[config.mk]
export PLATFORM = sky130hd
export DESIGN_NAME = sram_seq_ctrl
export DESIGN_NICKNAME = d
export VERILOG_FILES = /design/src/rtl/sram_seq_pkg.sv /design/src/rtl/sram_seq_fsm.sv /design/src/rtl/sram_lane_drv.sv /design/src/rtl/sram_req_regs.sv /design/src/rtl/sram_seq_ctrl.sv
export SDC_FILE = /design/constraint.sdc
export NUM_CORES = 1
export LEC_CHECK = 0
export ABC_AREA = 1
export BUFFER_PORTS_ARGS = -buffer_cell sky130_fd_sc_hd__clkbuf_2
export CAP_MARGIN = 5
export CELL_PAD_IN_SITES_DETAIL_PLACEMENT = 0
export CELL_PAD_IN_SITES_GLOBAL_PLACEMENT = 1
export CORE_MARGIN = 1
export CORE_UTILIZATION = 25
export DETAILED_ROUTE_END_ITERATION = 10
export PLACE_DENSITY = 0.64
export SYNTH_ARGS = -nofsm -noshare
export SYNTH_HDL_FRONTEND = slang
export SYNTH_SLANG_ARGS = --single-unit
[constraint.sdc]
create_clock -name clk -period 2.65 [get_ports clk]
set_clock_uncertainty 0.2 [all_clocks]
set_input_delay 0.53 -clock clk [delete_from_list [all_inputs] [get_ports clk]]
set_output_delay 0.53 -clock clk [all_outputs]
set_load 0.03 [all_outputs]
[src/rtl/sram_seq_pkg.sv]
package sram_seq_pkg;

   typedef enum logic [2:0] {
      PH_IDLE    = 3'd0,
      PH_SETUP   = 3'd1,
      PH_WPULSE  = 3'd2,
      PH_WRECOV  = 3'd3,
      PH_RACCESS = 3'd4,
      PH_RCAPT   = 3'd5,
      PH_TURN    = 3'd6
   } phase_t;

   function automatic int unsigned max_of2(input int unsigned a, input int unsigned b);
      return (a > b) ? a : b;
   endfunction

endpackage

[src/rtl/sram_seq_fsm.sv]
module sram_seq_fsm
   import sram_seq_pkg::*;
#(
   parameter int unsigned SETUP_CYC  = 1,
   parameter int unsigned PULSE_CYC  = 2,
   parameter int unsigned RECOV_CYC  = 1,
   parameter int unsigned ACCESS_CYC = 2,
   parameter int unsigned TURN_CYC   = 1
) (
   input  logic   clk,
   input  logic   rst_n,
   input  logic   start,
   input  logic   op_we,
   output phase_t phase
);

   localparam int unsigned MAX_CYC = max_of2(max_of2(max_of2(SETUP_CYC, PULSE_CYC),
                                                     max_of2(RECOV_CYC, ACCESS_CYC)), TURN_CYC);
   localparam int unsigned CNT_W   = $clog2(MAX_CYC + 1);

   phase_t           nxt;
   logic [CNT_W-1:0] cnt;
   logic             done;

   function automatic logic [CNT_W-1:0] len_of(input phase_t p);
      case (p)
         PH_SETUP:   return CNT_W'(SETUP_CYC - 1);
         PH_WPULSE:  return CNT_W'(PULSE_CYC - 1);
         PH_WRECOV:  return CNT_W'(RECOV_CYC - 1);
         PH_RACCESS: return CNT_W'(ACCESS_CYC - 1);
         PH_TURN:    return CNT_W'(TURN_CYC - 1);
         default:    return '0;
      endcase
   endfunction

   assign done = (cnt == '0);

   always_comb begin
      nxt = phase;
      case (phase)
         PH_IDLE:    if (start) nxt = PH_SETUP;
         PH_SETUP:   if (done)  nxt = op_we ? PH_WPULSE : PH_RACCESS;
         PH_WPULSE:  if (done)  nxt = PH_WRECOV;
         PH_WRECOV:  if (done)  nxt = PH_IDLE;
         PH_RACCESS: if (done)  nxt = PH_RCAPT;
         PH_RCAPT:              nxt = PH_TURN;
         PH_TURN:    if (done)  nxt = PH_IDLE;
         default:               nxt = PH_IDLE;
      endcase
   end

   always_ff @(posedge clk) begin
      if (!rst_n) begin
         phase <= PH_IDLE;
         cnt   <= '0;
      end else begin
         phase <= nxt;
         if (nxt != phase)  cnt <= len_of(nxt);
         else if (!done)    cnt <= cnt - 1'b1;
      end
   end

   AST_START_TO_SETUP: assert property (@(posedge clk) disable iff (!rst_n)
      (start && phase == PH_IDLE) |=> phase == PH_SETUP);
   AST_PULSE_ENTRY: assert property (@(posedge clk) disable iff (!rst_n)
      $changed(phase) && phase == PH_WPULSE |-> $past(phase) == PH_SETUP);
   AST_TURN_AFTER_CAPT: assert property (@(posedge clk) disable iff (!rst_n)
      phase == PH_RCAPT |=> phase == PH_TURN);

endmodule

[src/rtl/sram_lane_drv.sv]
module sram_lane_drv
   import sram_seq_pkg::*;
#(
   parameter int unsigned PULSE_CYC = 2
) (
   input  logic   clk,
   input  logic   rst_n,
   input  phase_t phase,
   input  logic   lane_sel,
   output logic   ce_n,
   output logic   we_n
);

   localparam int unsigned LW = $clog2(PULSE_CYC + 2);

   logic          wr_act;
   logic          rd_act;
   logic [LW-1:0] low_cnt;

   assign wr_act = (phase == PH_WPULSE) && lane_sel;
   assign rd_act = (phase == PH_RACCESS) || (phase == PH_RCAPT);
   assign ce_n   = !(wr_act || rd_act);
   assign we_n   = !wr_act;

   // checker counter: length of the current write-enable low run
   always_ff @(posedge clk) begin
      if (!rst_n)     low_cnt <= '0;
      else if (!we_n) low_cnt <= low_cnt + 1'b1;
      else            low_cnt <= '0;
   end

   AST_PULSE_LEN: assert property (@(posedge clk) disable iff (!rst_n)
      $rose(we_n) |-> low_cnt == LW'(PULSE_CYC));
   AST_PULSE_CAP: assert property (@(posedge clk) disable iff (!rst_n)
      !we_n |-> low_cnt < LW'(PULSE_CYC));
   AST_WE_INSIDE_CE: assert property (@(posedge clk) disable iff (!rst_n)
      !we_n |-> !ce_n);

endmodule

[src/rtl/sram_req_regs.sv]
module sram_req_regs #(
   parameter int unsigned ADDR_W = 19,
   parameter int unsigned LANES  = 4,
   parameter int unsigned LANE_W = 8,
   localparam int unsigned DATA_W = LANES * LANE_W
) (
   input  logic              clk,
   input  logic              rst_n,
   input  logic              accept,
   input  logic [ADDR_W-1:0] req_addr,
   input  logic              req_we,
   input  logic [LANES-1:0]  req_mask,
   input  logic [DATA_W-1:0] req_wdata,
   input  logic              capture,
   input  logic [DATA_W-1:0] mem_dq_in,
   output logic [ADDR_W-1:0] op_addr,
   output logic              op_we,
   output logic [LANES-1:0]  op_mask,
   output logic [DATA_W-1:0] op_wdata,
   output logic              rsp_valid,
   output logic [DATA_W-1:0] rsp_rdata
);

   always_ff @(posedge clk) begin
      if (!rst_n) begin
         op_addr  <= '0;
         op_we    <= 1'b0;
         op_mask  <= '0;
         op_wdata <= '0;
      end else if (accept) begin
         op_addr  <= req_addr;
         op_we    <= req_we;
         op_mask  <= req_mask;
         op_wdata <= req_wdata;
      end
   end

   always_ff @(posedge clk) begin
      if (!rst_n) begin
         rsp_valid <= 1'b0;
         rsp_rdata <= '0;
      end else begin
         rsp_valid <= capture;
         if (capture) rsp_rdata <= mem_dq_in;
      end
   end

   AST_RSP_SINGLE: assert property (@(posedge clk) disable iff (!rst_n)
      rsp_valid |=> !rsp_valid);
   AST_OP_HELD: assert property (@(posedge clk) disable iff (!rst_n)
      !accept |=> $stable(op_addr) && $stable(op_wdata) && $stable(op_mask));

endmodule

[src/rtl/sram_seq_ctrl.sv]
module sram_seq_ctrl
   import sram_seq_pkg::*;
#(
   parameter int unsigned ADDR_W     = 19,
   parameter int unsigned LANES      = 4,
   parameter int unsigned LANE_W     = 8,
   parameter int unsigned SETUP_CYC  = 1,
   parameter int unsigned PULSE_CYC  = 2,
   parameter int unsigned RECOV_CYC  = 1,
   parameter int unsigned ACCESS_CYC = 2,
   parameter int unsigned TURN_CYC   = 1,
   localparam int unsigned DATA_W    = LANES * LANE_W
) (
   input  logic              clk,
   input  logic              rst_n,
   input  logic              req_valid,
   output logic              req_ready,
   input  logic [ADDR_W-1:0] req_addr,
   input  logic              req_we,
   input  logic [LANES-1:0]  req_mask,
   input  logic [DATA_W-1:0] req_wdata,
   output logic              rsp_valid,
   output logic [DATA_W-1:0] rsp_rdata,
   output logic [ADDR_W-1:0] mem_addr,
   output logic [LANES-1:0]  mem_ce_n,
   output logic [LANES-1:0]  mem_we_n,
   output logic              mem_oe_n,
   output logic [DATA_W-1:0] mem_dq_out,
   output logic              mem_dq_oe,
   input  logic [DATA_W-1:0] mem_dq_in
);

   generate
      if (SETUP_CYC < 1 || PULSE_CYC < 1 || RECOV_CYC < 1 || ACCESS_CYC < 1 || TURN_CYC < 1) begin : g_bad_phase
         $error("sram_seq_ctrl: every phase length must be at least one cycle");
      end
      if (LANES < 1 || LANE_W < 1 || ADDR_W < 1) begin : g_bad_shape
         $error("sram_seq_ctrl: lane count, lane width and address width must be nonzero");
      end
   endgenerate

   phase_t            phase;
   logic              accept;
   logic              op_we;
   logic [LANES-1:0]  op_mask;
   logic [DATA_W-1:0] op_wdata;
   logic              capture;

   assign req_ready = (phase == PH_IDLE);
   assign accept    = req_valid && req_ready;
   assign capture   = (phase == PH_RCAPT);

   sram_req_regs #(
      .ADDR_W (ADDR_W),
      .LANES  (LANES),
      .LANE_W (LANE_W)
   ) u_regs (
      .clk       (clk),
      .rst_n     (rst_n),
      .accept    (accept),
      .req_addr  (req_addr),
      .req_we    (req_we),
      .req_mask  (req_mask),
      .req_wdata (req_wdata),
      .capture   (capture),
      .mem_dq_in (mem_dq_in),
      .op_addr   (mem_addr),
      .op_we     (op_we),
      .op_mask   (op_mask),
      .op_wdata  (op_wdata),
      .rsp_valid (rsp_valid),
      .rsp_rdata (rsp_rdata)
   );

   sram_seq_fsm #(
      .SETUP_CYC  (SETUP_CYC),
      .PULSE_CYC  (PULSE_CYC),
      .RECOV_CYC  (RECOV_CYC),
      .ACCESS_CYC (ACCESS_CYC),
      .TURN_CYC   (TURN_CYC)
   ) u_fsm (
      .clk   (clk),
      .rst_n (rst_n),
      .start (accept),
      .op_we (op_we),
      .phase (phase)
   );

   for (genvar l = 0; l < LANES; l++) begin : g_lane
      sram_lane_drv #(
         .PULSE_CYC (PULSE_CYC)
      ) u_lane (
         .clk      (clk),
         .rst_n    (rst_n),
         .phase    (phase),
         .lane_sel (op_mask[l]),
         .ce_n     (mem_ce_n[l]),
         .we_n     (mem_we_n[l])
      );
   end

   assign mem_oe_n   = !((phase == PH_RACCESS) || (phase == PH_RCAPT));
   assign mem_dq_oe  = (phase == PH_WPULSE) || (phase == PH_WRECOV) ||
                       ((phase == PH_SETUP) && op_we);
   assign mem_dq_out = op_wdata;

   AST_NO_CONTENTION: assert property (@(posedge clk) disable iff (!rst_n)
      mem_dq_oe |-> mem_oe_n);
   AST_WRITE_OE_HIGH: assert property (@(posedge clk) disable iff (!rst_n)
      (mem_we_n != '1) |-> mem_oe_n && mem_dq_oe);
   AST_IDLE_QUIET: assert property (@(posedge clk) disable iff (!rst_n)
      req_ready |-> (mem_ce_n == '1) && (mem_we_n == '1) && mem_oe_n);
   AST_ADDR_STABLE: assert property (@(posedge clk) disable iff (!rst_n)
      (!req_ready && $past(!req_ready)) |-> $stable(mem_addr));
   AST_TURN_FLOAT: assert property (@(posedge clk) disable iff (!rst_n)
      (phase == PH_TURN) |-> !mem_dq_oe && mem_oe_n && (mem_ce_n == '1));
   AST_RSP_TIMING: assert property (@(posedge clk) disable iff (!rst_n)
      rsp_valid |-> $past(!mem_oe_n) && mem_oe_n);

endmodule

# [After elaboration in Yosys (flattened, before gate mapping)]
# Index checks and enable logic that the tools add are counted.
[op_classes] n_addsub=1 eq_ne=10 reduce_logical=26 mux=10
[ops] operator="3-bit two-way mux" n=6
[ops] operator="3-bit one-hot mux with 6 select lines" n=1
[ops] operator="3-bit == test, second input constant" n=4
[ops] operator="3-bit by 2-bit == test with 1-bit output, second input constant" n=3
[ops] operator="1-bit zero test" n=9
[ops] operator="1-bit logical OR" n=7
[ops] operator="1-bit logical AND" n=6
[ops] operator="2-bit two-way mux" n=2
[ops] operator="2-bit OR reduction" n=2
[ops] operator="3-bit by 1-bit == test with 1-bit output, second input constant" n=1
[ops] operator="3-bit zero test" n=1
[ops] operator="3-bit != test" n=1
[ops] operator="2-bit zero test" n=1
[ops] operator="2-bit != test, second input constant" n=1
[ops] operator="2-bit by 1-bit subtractor with 2-bit output, second input constant" n=1
[ops] operator="1-bit two-way mux" n=1
[word_totals] register_bits=94 input_bits=91 out_inout_bits=95

# [Logic depth before layout (Yosys ltp)]
# Gate-level depths: netlist (run 1).
[depth] depth_word=8 depth_mapped=12 depth_no_buf=12

# [By module]
# From an unflattened synthesis (run 1), not the netlist that was laid out.
[unflattened] cells_unflattened=669 area_unflattened_um2=4205.3
[modules_own_cells] mod="sram_req_regs" instances=1 area_per_inst_um2=3592.2 seq_area_each_um2=1781.7 cells_per_inst=560
[modules_own_cells] mod="sram_seq_fsm" instances=1 area_per_inst_um2=412.9 seq_area_each_um2=100.1 cells_per_inst=70
[modules_own_cells] mod="sram_lane_drv" instances=4 area_per_inst_um2=38.8 seq_area_each_um2=0.0 cells_per_inst=7
[modules_own_cells] mod="sram_seq_ctrl" instances=1 area_per_inst_um2=45.0 seq_area_each_um2=0.0 cells_per_inst=11

# [Least setup slack after synthesis (run 1)]
# Ideal clock, no wire load.
[synth_timing] kind="register to output" from="register u_fsm.phase[1]" to="output mem_dq_oe" required_time_ns=1.920 slack_ns=0.682 path_stages_with_launch=4 t_arrival_ns=1.238 n_path_buf=1 path_cell_list="dfxtp_1 -> buf_6 -> nor2_1 -> nor3_1"
[synth_between] elab_chain_len=3 elab_cells_between_ends=6 cone_classes="3 x eq/ne; 3 x reduce/logical"
[synth_lines] item="start: declaration" line_no="sram_seq_fsm.sv:14" text="output phase_t phase"
[synth_lines] item="start signal: assignment" line_no="sram_seq_fsm.sv:57" text="phase <= nxt;"
[synth_lines] item="3-bit by 2-bit == test with 1-bit output or 3-bit by 1-bit == test with 1-bit output (tied branches)" line_no="sram_seq_ctrl.sv:103, sram_seq_ctrl.sv:104"
[synth_lines] item="1-bit logical OR or 1-bit logical AND (tied branches)" line_no="sram_seq_ctrl.sv:103, sram_seq_ctrl.sv:104"
[synth_lines] item="1-bit logical OR *" line_no="sram_seq_ctrl.sv:103" text="assign mem_dq_oe = (phase == PH_WPULSE) || (phase == PH_WRECOV) ||"
[synth_lines] item="end: declaration" line_no="sram_seq_ctrl.sv:29" text="output logic mem_dq_oe,"
# Mark *: on every way between the ends. The rest lies on a longest branch, timed or not.

# [Final worst setup path (run 1)]
[layout_timing] from="register u_fsm.phase[0]" to="output mem_ce_n[0]"
[layout_between] elab_chain_len=4 elab_cells_between_ends=7 cone_classes="3 x eq/ne; 4 x reduce/logical"
[layout_lines] item="3-bit by 2-bit == test with 1-bit output or 3-bit == test (tied branches)" line_no="sram_lane_drv.sv:20, sram_lane_drv.sv:21"
[layout_lines] item="1-bit logical AND or 1-bit logical OR (tied branches)" line_no="sram_lane_drv.sv:20, sram_lane_drv.sv:21"
[layout_lines] item="1-bit logical OR *" line_no="sram_lane_drv.sv:22" text="assign ce_n = !(wr_act || rd_act);"
[layout_lines] item="1-bit zero test *" line_no="sram_lane_drv.sv:22"
[layout_lines] item="end: declaration" line_no="sram_seq_ctrl.sv:25" text="output logic [LANES-1:0] mem_ce_n,"
# Marked as above.

==> key figures, run 1 <==
Routing
  – Vias/cell: 4.532
  – Initial DRT Pass Iterations: 6
  – Detailed router's first-iteration violation count: approximately 170
  – DR WL met2: roughly 5.2 mm
  – Routed length per instance: 13.58 um
  – Met1 WL: 5.038 mm
  – Routed wire length: approximately 11 mm
  – Number of routed nets with antenna violations: 0
  – Remaining DRCs: 0
  – Vias: around 3800
  – Top sig layer: met4
  – Met3 wire length: 937 um

Power
  – Power per cell area: 983.3 nW/um2
  – Gate power share: 0.380
  – Power, Total: 4.946 mW
  – Flop pwr share: 0.356
  – Internal: approximately 2.9 mW
  – Max VDD drop: 0.4819 mV
  – Switching share of power: 0.4112
  – Cell leakage power: ~2.2 nW
  – Clock share of power: 0.265
  – Switching power total: 2.034 mW

Finish
  – Synthesis-to-finish area growth: 33.91%
  – Fill cells: 1562
  – Diodes inserted: 0
  – Final nets: ~740
  – Multi-input logic area: 1550 um2
  – Register area: 1883 um2
  – Final Instance Count excl. Fillers: 835
  – Fraction of layout instances using a drive strength above 1: 0.3425
  – Final Cell Area: 5030 um2
  – Finished Core Util: 0.3448

Floorplan
  – Core ar.: between 10000 and 15000 um2
  – Die ar.: 15520 um2
  – Initial Util: 0.2575
  – I/O Pins: 186
  – Die Ht: 124.6 um
  – Rows: 44
  – Die X: ~120 um

Global route
  – Total track usage: 0.1490
  – Grt total ovfl: 0
  – Initial antenna violation count: 0
  – Largest net degree at the start of global routing: 53
  – Global-route wire length before repair: 18.55 mm
  – Vias in the first global route: 3664

Synth
  – Synth top cells by count: nand2_1, nand3_1, dfxtp_1, a21oi_1, buf_4
  – Net Count, Synth: a little under 600
  – Main area contributors after synthesis: dfxtp_1, nand3_1, a21oi_1
  – Top cell type's share of synthesized area: 0.5010
  – Post-synth top area cell: dfxtp_1
  – Number of synthesized flops with an enable pin: 0
  – Synthesized area: 3756 um2
  – Main synth FF type: dfxtp_1
  – Cells after Synth: 487
  – Count of yosys warnings during synthesis: 0
  – Post-synthesis sequential area ratio: 0.5010
  – Most frequent cell after synthesis: nand2_1
  – Yosys reg bits: 94
  – Mapped Avg Cell Area: 7.713 um2
  – Post-synth cell types: 22
  – Async S/R FF share, synth: 0

STA
  – Setup TNS: 0 ps
  – Final Max Tran Viols: 0
  – Endpoints failing hold: 0
  – RSZ-0062 raised after global routing: no
  – Crit share post-route: 0.9485
  – Hold Slack: between 200 and 250 ps
  – Final setup margin: around 140 ps
  – Fin crit period: 2514 ps
  – Max Fclk: between 0.3 and 0.4 GHz
  – Actual transition at the worst max-transition pin: 579.0 ps
  – Slew HR: 0.6140
  – Final setup viols: 0

Clocking
  – Clk slew on worst S/H paths: around 60 ps
  – Max Root-Sink Buffers: 2
  – Root Buffer: clkbuf_16
  – CTS H-tree depth: 3
  – Num CTS Buffers: 9
  – Post-CTS Hold Fix Bufs: 0
  – CTS tree: yes
  – Post-CTS Setup Bufs: 0
  – Worst-Skew Late Latency: between 300 and 400 ps
  – Sink Count: 94

Placement
  – Placed Area: 4727 um2
  – DP Cell Count: 819
  – Port bufs: ~190
  – Dpl hpwl: around 8 mm
  – Place WS: 447.8 ps
  – Gpl congestion: about 0.74

Job
  – Max-Cap Viols: 0

Worst setup path
  – Crit path max fanout: 8
  – Crit path launch type: register
  – Crit Path Class: register to output port
  – Crit-path cells: inv_1, nand3_1, inv_1, a21oi_1, clkbuf_2
  – Crit path DAT: 1780 ps
  – CP top delay family: buffers and inverters
  – Slowest cell on the critical path: dfxtp_1
  – Crit path top cell by count: inv_1
  – Crit-path max cell delay: 480 ps
  – CP required: 1920 ps
  – R2r setup slk: 760 ps
  – Crit. End Element: output port
  – CP bufs+invs: 3

Min path
  – Hold Crit Class: primary input to register

Run status
  – Status: complete, no violations
[power groups by stage]
stage	Sequential [mW]	Clock (mW)	Combinational, mW
floorplan	2.08	0	1.14
global placement	1.78	0	1.90
detailed placement	1.79	0	1.91
CTS	1.76	1.37	1.91
global route	1.79	1.42	2.08
finish	1.76	1.31	1.88
[worst paths after layout]
path,from,end,cells past startpoint
worst max-delay path,u_fsm.phase[0],mem_ce_n[0],5
worst max register to register,u_fsm.cnt[0],u_fsm.cnt[0],11
worst min register to register,u_regs.op_addr[3],u_regs.op_addr[3],2
worst min-delay path,rst_n,u_fsm.cnt[0],3
[timing repair]
| action | 4_1_cts | 5_1_grt |
|---|---|---|
| hold endpoints to repair | 0 | 0 |
| setup endpoints to repair | 0 | 4 |
| gates resized for setup | 0 | 1 |
[worst min-delay path, cell delays in order]
cell      delay [ps]
clkbuf_2          90
nand2_1           60
nor2_1            30
[logic make-up (layout without fill, tap and decap cells)]
family	after synthesis	count (layout)	share of synthesized area
buffers and inverters	63	227	0.08627
AND/OR/NAND/NOR	233	233	0.2805
XOR/XNOR	1	1	0.002332
AO/OA/AOI/OAI	95	95	0.1266
flip-flops	94	94	0.5010
adder cells (fa/ha/maj)	1	1	0.003331
[final cells by class]
type / instances / share of cell area
clock inverters: 5 / 0.01169
flip-flops and latches: 94 / 0.3744
repair buffers: 196 / 0.2005
clock buffers: 11 / 0.04826
inverters: 15 / 0.01119
multi-input cells: 330 / 0.3082
well taps: 184 / 0.04577
[registers in the layout, indices dropped and copies added (netlist names)]
register,flops
u_fsm.phase,3
u_regs.op_we,1
u_regs.op_wdata,32
u_fsm.cnt,2
u_regs.rsp_rdata,32
u_regs.op_mask,4
u_regs.op_addr,19
u_regs.rsp_valid,1
[metal layers]
layer  vias to the layer above  track usage
li1                       1935            -
met1                      1714       0.1882
met2                       126       0.2350
met3                         9      0.05369
met4                         0      0.04678
met5                         -            0
[placed cells by master (no fill, tap or decap), types with 2 or more instances in the layout]
cell        netlist  final
clkbuf_16         0      9
o21ai_0           2      2
a21oi_1          93     93
nor2_4            2      2
nor2_1           10     10
nand3_1          99     99
buf_4            17     11
dfxtp_1          94     93
clkinvlp_4        0      2
inv_2             4      5
nor3_1            2      2
inv_1            11     10
clkbuf_2          0    185
nand2_1         115    115
Power figures use the tool's default switching activity.
==> inputs of run 2 (changes only) <==
--- a/config.mk
+++ b/config.mk
@@ -13,5 +13,5 @@
 export CORE_MARGIN = 1
-export CORE_UTILIZATION = 25
+export CORE_UTILIZATION = 34
 export DETAILED_ROUTE_END_ITERATION = 10
-export PLACE_DENSITY = 0.64
+export PLACE_DENSITY = 0.83
 export SYNTH_ARGS = -nofsm -noshare
==> constraint.sdc (replaced) <==
create_clock -name clk -period 2.65 [get_ports clk]
set_clock_uncertainty 0.2 [all_clocks]
set_input_delay 0.3975 -clock clk [delete_from_list [all_inputs] [get_ports clk]]
set_output_delay 0.3975 -clock clk [all_outputs]
set_load 0.03 [all_outputs]
==> run 2 against run 1 <==
Compared with the run above:
- clock power down 19%
- flip-flop and latch count is the same
- critical path depth shrank 1
- register-to-register slack got worse by 60 ps
- critical endpoint is now mem_ce_n[1]
- first-iteration DRC count rose by 68%
==> key figures, run 2 (synthesis results as in run 1) <==
Routing
  – Initial DRT Pass Iterations: 4 (-2)
  – Detailed router's first-iteration violation count: 289 (+68%)
  – Number of routed nets with antenna violations: 0 (unchanged)
  – Vias/cell: 4.830 (+6.6%)
  – Remaining DRCs: 0 (unchanged)
  – Routed length per instance: 13.47 um (-0.82%)
  – Vias: 3825 (+1.1%)
  – Routed wire length: 10.67 mm (-5.9%)

Worst setup path
  – Crit-path max cell delay: 670 ps (+190 ps)
  – R2r setup slk: 700 ps (-60 ps)
  – CP required: 2050 ps (+130 ps)
  – R2R Path End: u_regs.rsp_rdata[6]
  – Crit path DAT: 1840 ps (+60 ps)
  – Crit-path cells: nand3_1, inv_1, a21oi_1, clkbuf_2
  – FF-to-FF Start: u_fsm.phase[2]
  – CP bufs+invs: 2 (-1)
  – R2R depth: 5 (-6)
  – Crit path max fanout: 11 (+3)
  – Slowest cell on the critical path: dfxtp_1
  – Crit. End Element: output port
  – Crit path launch type: register
  – Crit Path Class: register to output port
  – CP top delay family: flip-flops

Clocking
  – CTS H-tree depth: 3 (unchanged)
  – Root Buffer: clkbuf_8
  – Worst-Skew Late Latency: 370 ps (+30 ps)
  – Num CTS Buffers: 9 (unchanged)
  – Post-CTS sizing: 0 (unchanged)
  – Post-CTS Hold Fix Bufs: 0 (unchanged)
  – Sink Count: 94 (unchanged)
  – Post-CTS Setup Bufs: 0 (unchanged)
  – CTS tree: yes
  – Clk slew on worst S/H paths: 90 ps (+30 ps)
  – Max Root-Sink Buffers: 2 (unchanged)

Power
  – Max VDD drop: 0.4495 mV (-6.7%)
  – Cell leakage power: 2.218 nW (-0.91%)
  – Power per cell area: 958.5 nW/um2 (-2.5%)

Finish
  – Multi-input logic area: 1550 um2 (unchanged)
  – Diodes inserted: 0 (unchanged)
  – Synthesis-to-finish area growth: 31.18%
  – Register area: 1882 um2 (about the same)
  – Fraction of layout instances using a drive strength above 1: 0.3436 (+0.001008)
  – Final nets: 739 (+0.14%)
  – Most common cell after layout, fill and taps aside: clkbuf_2
  – Fill cells: 1080 (-31%)
  – Regs by FF count: u_regs.op_wdata (32), u_regs.rsp_rdata (32), u_regs.op_addr (19)
  – Most frequent cells in the layout: clkbuf_2, nand2_1, nand3_1

Min path
  – Hold Crit Class: primary input to register
  – Hold EP: u_regs.op_wdata[25]
  – Worst hold start: req_wdata[25]
  – Worst hold stages: 3 (unchanged)

Global route
  – Initial antenna violation count: 0 (unchanged)
  – Total track usage: 0.1865 (+0.03752)
  – Largest net degree at the start of global routing: 57 (+7.5%)
  – Grt total ovfl: 0 (unchanged)
  – Vias in the first global route: 3479 (-5.0%)
  – Global-route wire length before repair: 16.59 mm (-11%)

STA
  – Max Fclk: 0.4102 GHz (+3.1%)
  – Final setup margin: 212.0 ps (+75.60 ps)
  – Slew HR: 0.6065 (-0.007541)
  – Final setup viols: 0 (unchanged)
  – Hold Slack: 62.23 ps (-148.3 ps)
  – RSZ-0062 raised after global routing: no
  – Fin crit period: 2438 ps (-75.60 ps)
  – Final Max Tran Viols: 0 (unchanged)
  – Actual transition at the worst max-transition pin: 590.3 ps (+11.31 ps)
  – Endpoints failing hold: 0 (unchanged)
  – Setup TNS: 0 ps (unchanged)
  – Crit share post-route: 0.9200 (-0.02853)

Floorplan
  – Rows: 38 (-14%)
  – Core ar.: 10790 um2 (-26%)
  – Die Ht: 107.1 um (-14%)
  – Die ar.: 11470 um2 (-26%)
  – Initial Util: 0.3480 (+0.09056)
  – Die X: 107.1 um (-14%)
  – I/O Pins: 186 (unchanged)

Run status
  – Status: complete, no violations

Job
  – Max-Cap Viols: 0 (unchanged)

Placement
  – Dpl hpwl: 7.561 mm (-4.7%)
  – Port bufs: 185 (unchanged)
  – Gpl congestion: 0.8448 (+15%)
  – Place WS: 604.7 ps (+156.9 ps)
-- run 2: stage by stage --
step                      utilization  cell area, um2  cells  power (mW)
after detailed placement       0.4359            4705    776       3.699
after global routing           0.4565            4927    792       5.019
final                          0.4565            4927    792       4.723
after floorplan                     -            3756    487       3.222
after CTS                      0.4565            4927    792       4.770
after global placement         0.4359            4705    776       3.658
-- run 2: worst register-to-register path, delay by kind of cell (launching register included) --
| kind | cells | cell delay (ps) |
|---|---|---|
| DFF | 1 | 580 |
| buffers and inverters | 2 | 500 |
| and+or+nand+nor | 2 | 490 |
| AOI/OAI and AO/OA | 1 | 130 |
-- run 2: cell type report --
class	instances	area share
Clock buffer	10	0.02793
Clock inverter	6	0.01727
Inverter	15	0.01143
Multi-Input combinational cell	330	0.3146
Sequential cell	94	0.3819
Tap cell	140	0.03555
Timing Repair Buffer	197	0.2113
-- run 2: metal layers --
layer | routed length [um] | vias to the layer above | track usage
li1 | - | 1933 | -
met4 | 194 | 0 | 0.08219
met3 | 980 | 15 | 0.05897
met5 | 0 | - | 0
met2 | 4729 | 166 | 0.3018
met1 | 4763 | 1711 | 0.2262
-- run 2: power breakdown --
part / leakage [nW] / internal, mW / total (mW) / switching [mW]
clock network: 0.108 / 0.553 / 1.06 / 0.511
registers: 0.767 / 1.62 / 1.76 / 0.137
logic: 1.34 / 0.551 / 1.90 / 1.35
-- run 2: how the worst max path moves through the flow --
stage                     cells past startpoint  slack, ps      startpoint           to
after floorplan                               3        810  u_fsm.phase[1]    mem_dq_oe
after global placement                        4        670  u_fsm.phase[1]  mem_ce_n[3]
after detailed placement                      4        600  u_fsm.phase[1]  mem_ce_n[1]
after CTS                                     4        170  u_fsm.phase[1]  mem_ce_n[1]
after global routing                          4         40  u_fsm.phase[1]  mem_ce_n[1]
final                                         4        210  u_fsm.phase[1]  mem_ce_n[1]
==> inputs of run 3 (changes only) <==
- CORE_MARGIN: 1 -> 2
==> run 3 against run 2 <==
Compared with the run above:
- design area fell by 1.2%
- wire length rose by 2.1%
- non-clock buffer count rose by 1
- critical path depth did not move
- flip-flop and latch count did not move
- clock power fell by 20%
- largest power group unchanged
- highest routed layer unchanged
==> key figures, run 3 (synthesis results as in run 1) <==
Power
  – Switching share of power: 0.4363 (+0.01338)
  – Power, Total: 4.502 mW (-4.7%)
  – Cell leakage power: 2.190 nW (-1.2%)
  – Flop pwr share: 0.391 (+0.019)
  – Clock share of power: 0.188 (-0.037)
  – Internal: 2.538 mW (-6.9%)
  – Switching power total: 1.964 mW (-1.7%)
  – Gate power share: 0.421 (+0.019)
  – Power per cell area: 924.7 nW/um2 (-3.5%)
  – Max VDD drop: 0.3300 mV (-27%)

Floorplan
  – I/O Pins: 186 (unchanged)
  – Die Ht: 109.1 um (+1.9%)
  – Initial Util: 0.3480 (unchanged)
  – Core ar.: 10790 um2 (unchanged)
  – Rows: 38 (unchanged)
  – Die X: 109.1 um (+1.9%)
  – Die ar.: 11900 um2 (+3.8%)

Finish
  – Diodes inserted: 0 (unchanged)
  – Regs by FF count: u_regs.op_wdata (32), u_regs.rsp_rdata (32), u_regs.op_addr (19)
  – Most frequent cells in the layout: clkbuf_2, nand2_1, nand3_1
  – Synthesis-to-finish area growth: 29.61%
  – Final nets: 740 (+0.14%)
  – Fraction of layout instances using a drive strength above 1: 0.3400 (-0.003589)
  – Most common cell after layout, fill and taps aside: clkbuf_2
  – Final Instance Count excl. Fillers: 793 (+0.13%)

Min path
  – Hold EP: u_fsm.cnt[0]
  – Worst hold start: rst_n
  – Worst hold stages: 3 (unchanged)
  – Hold Crit Class: primary input to register

Placement
  – DP Cell Count: 777 (+0.13%)
  – Dpl hpwl: 7.763 mm (+2.7%)
  – Gpl congestion: 0.8082 (-4.3%)
  – Port bufs: 185 (unchanged)
  – Place WS: 578.2 ps (-26.46 ps)

Worst setup path
  – R2R depth: 5 (unchanged)
  – Crit-path cells: nand3_1, inv_1, a21oi_1, clkbuf_2
  – CP top delay family: flip-flops
  – Crit. End Element: output port
  – Cell depth of the worst setup path: 4 (unchanged)
  – FF-to-FF Start: u_fsm.phase[1]
  – CP required: 2050 ps (about the same)
  – Crit path max fanout: 11 (unchanged)
  – Crit Path Class: register to output port
  – R2R Path End: u_regs.op_mask[2]
  – Slowest cell on the critical path: dfxtp_1
  – Crit-path max cell delay: 690 ps (+20 ps)
  – CP bufs+invs: 2 (unchanged)
  – Crit path DAT: 1850 ps (about the same)
  – Crit path launch type: register
  – R2r setup slk: 680 ps (-20 ps)

Clocking
  – Post-CTS Hold Fix Bufs: 0 (unchanged)
  – Num CTS Buffers: 9 (unchanged)
  – Post-CTS Setup Bufs: 0 (unchanged)
  – Sink Count: 94 (unchanged)
  – Worst-Skew Late Latency: 350 ps (-20 ps)
  – Clk slew on worst S/H paths: 90 ps (about the same)
  – CTS H-tree depth: 3 (unchanged)
  – Root Buffer: clkbuf_8
  – Max Root-Sink Buffers: 2 (unchanged)
  – CTS tree: yes
  – Post-CTS sizing: 0 (unchanged)

Global route
  – Total track usage: 0.1832 (-0.003331)
  – Vias in the first global route: 3561 (+2.4%)
  – Global-route wire length before repair: 17.11 mm (+3.2%)
  – Initial antenna violation count: 0 (unchanged)
  – Grt total ovfl: 0 (unchanged)
  – Largest net degree at the start of global routing: 57 (unchanged)

STA
  – Actual transition at the worst max-transition pin: 600.3 ps (+10.04 ps)
  – Max Fclk: 0.4091 GHz (-0.26%)
  – Final setup viols: 0 (unchanged)
  – Setup TNS: 0 ps (unchanged)
  – Slew HR: 0.5998 (-0.006694)
  – Endpoints failing hold: 0 (unchanged)
  – Crit share post-route: 0.9224 (+0.002413)
  – Fin crit period: 2444 ps (+6.394 ps)
  – RSZ-0062 raised after global routing: no
  – Hold Slack: 65.91 ps (+3.675 ps)
  – Final setup margin: 205.6 ps (-6.394 ps)
  – Final Max Tran Viols: 0 (unchanged)

Routing
  – Number of routed nets with antenna violations: 0 (unchanged)
  – Detailed router's first-iteration violation count: 370 (+28%)
  – Remaining DRCs: 0 (unchanged)
  – Routed wire length: 10.89 mm (+2.1%)
  – Initial DRT Pass Iterations: 5 (+1)
  – Routed length per instance: 13.74 um (+2.0%)
  – Vias/cell: 4.835 (+0.11%)
  – Vias: 3834 (+0.24%)

Run status
  – Status: complete, no violations

Job
  – Max-Cap Viols: 0 (unchanged)
[run 3: cell types whose count changed in the layout (fill, tap and decap cells not counted)]
cell       change
clkbuf_1       +3
bufinv_16      -2
clkinv_2       -1
buf_12         -1
buf_4          +2
[run 3: routing by layer]
layer,routed length [um],track usage,vias up
met3,1041,0.06993,12
li1,-,-,1942
met5,0,0,-
met1,4758,0.2170,1733
met2,4971,0.3052,147
met4,120,0.05769,0
[run 3: power groups by stage]
stage | logic [mW] | registers [mW] | clock network (mW)
after floorplan | 1.14 | 2.08 | 0
after global placement | 1.88 | 1.78 | 0
after detailed placement | 1.91 | 1.79 | 0
after CTS | 1.91 | 1.76 | 0.895
after global routing | 2.08 | 1.79 | 0.951
final | 1.89 | 1.76 | 0.847
[run 3: layout make-up]
class | instances | area (um2)
multi-input cells | 330 | 1550
inverters | 15 | 56.30
clock buffers | 13 | 148.9
flip-flops and latches | 94 | 1882
repair buffers | 198 | 1036
fillers | 1103 | 5924
well taps | 140 | 175.2
clock inverters | 3 | 20.02
[run 3: how the worst max path moves through the flow]
stage                         startpoint          end  slack (ps)
after detailed placement  u_fsm.phase[1]  mem_ce_n[1]         580
after global routing      u_fsm.phase[1]  mem_ce_n[0]          60
after floorplan           u_fsm.phase[1]    mem_dq_oe         810
after CTS                 u_fsm.phase[1]  mem_ce_n[1]         170
after global placement    u_fsm.phase[1]  mem_ce_n[3]         670
final                     u_fsm.phase[1]  mem_ce_n[0]         210
[run 3: per-stage QoR]
| step | util | area (um2) |
|---|---|---|
| 6_report | 0.4511 | 4868 |
| 2_1_floorplan | - | 3756 |
| 5_1_grt | 0.4511 | 4868 |
| 3_3_place_gp | 0.4354 | 4700 |
| 4_1_cts | 0.4511 | 4868 |
| 3_5_place_dp | 0.4354 | 4700 |
[run 3: tightest hold or removal path, stage by stage]
cell and delay [ps]:
clkbuf_2 90, nand2_1 60, nor2_1 40
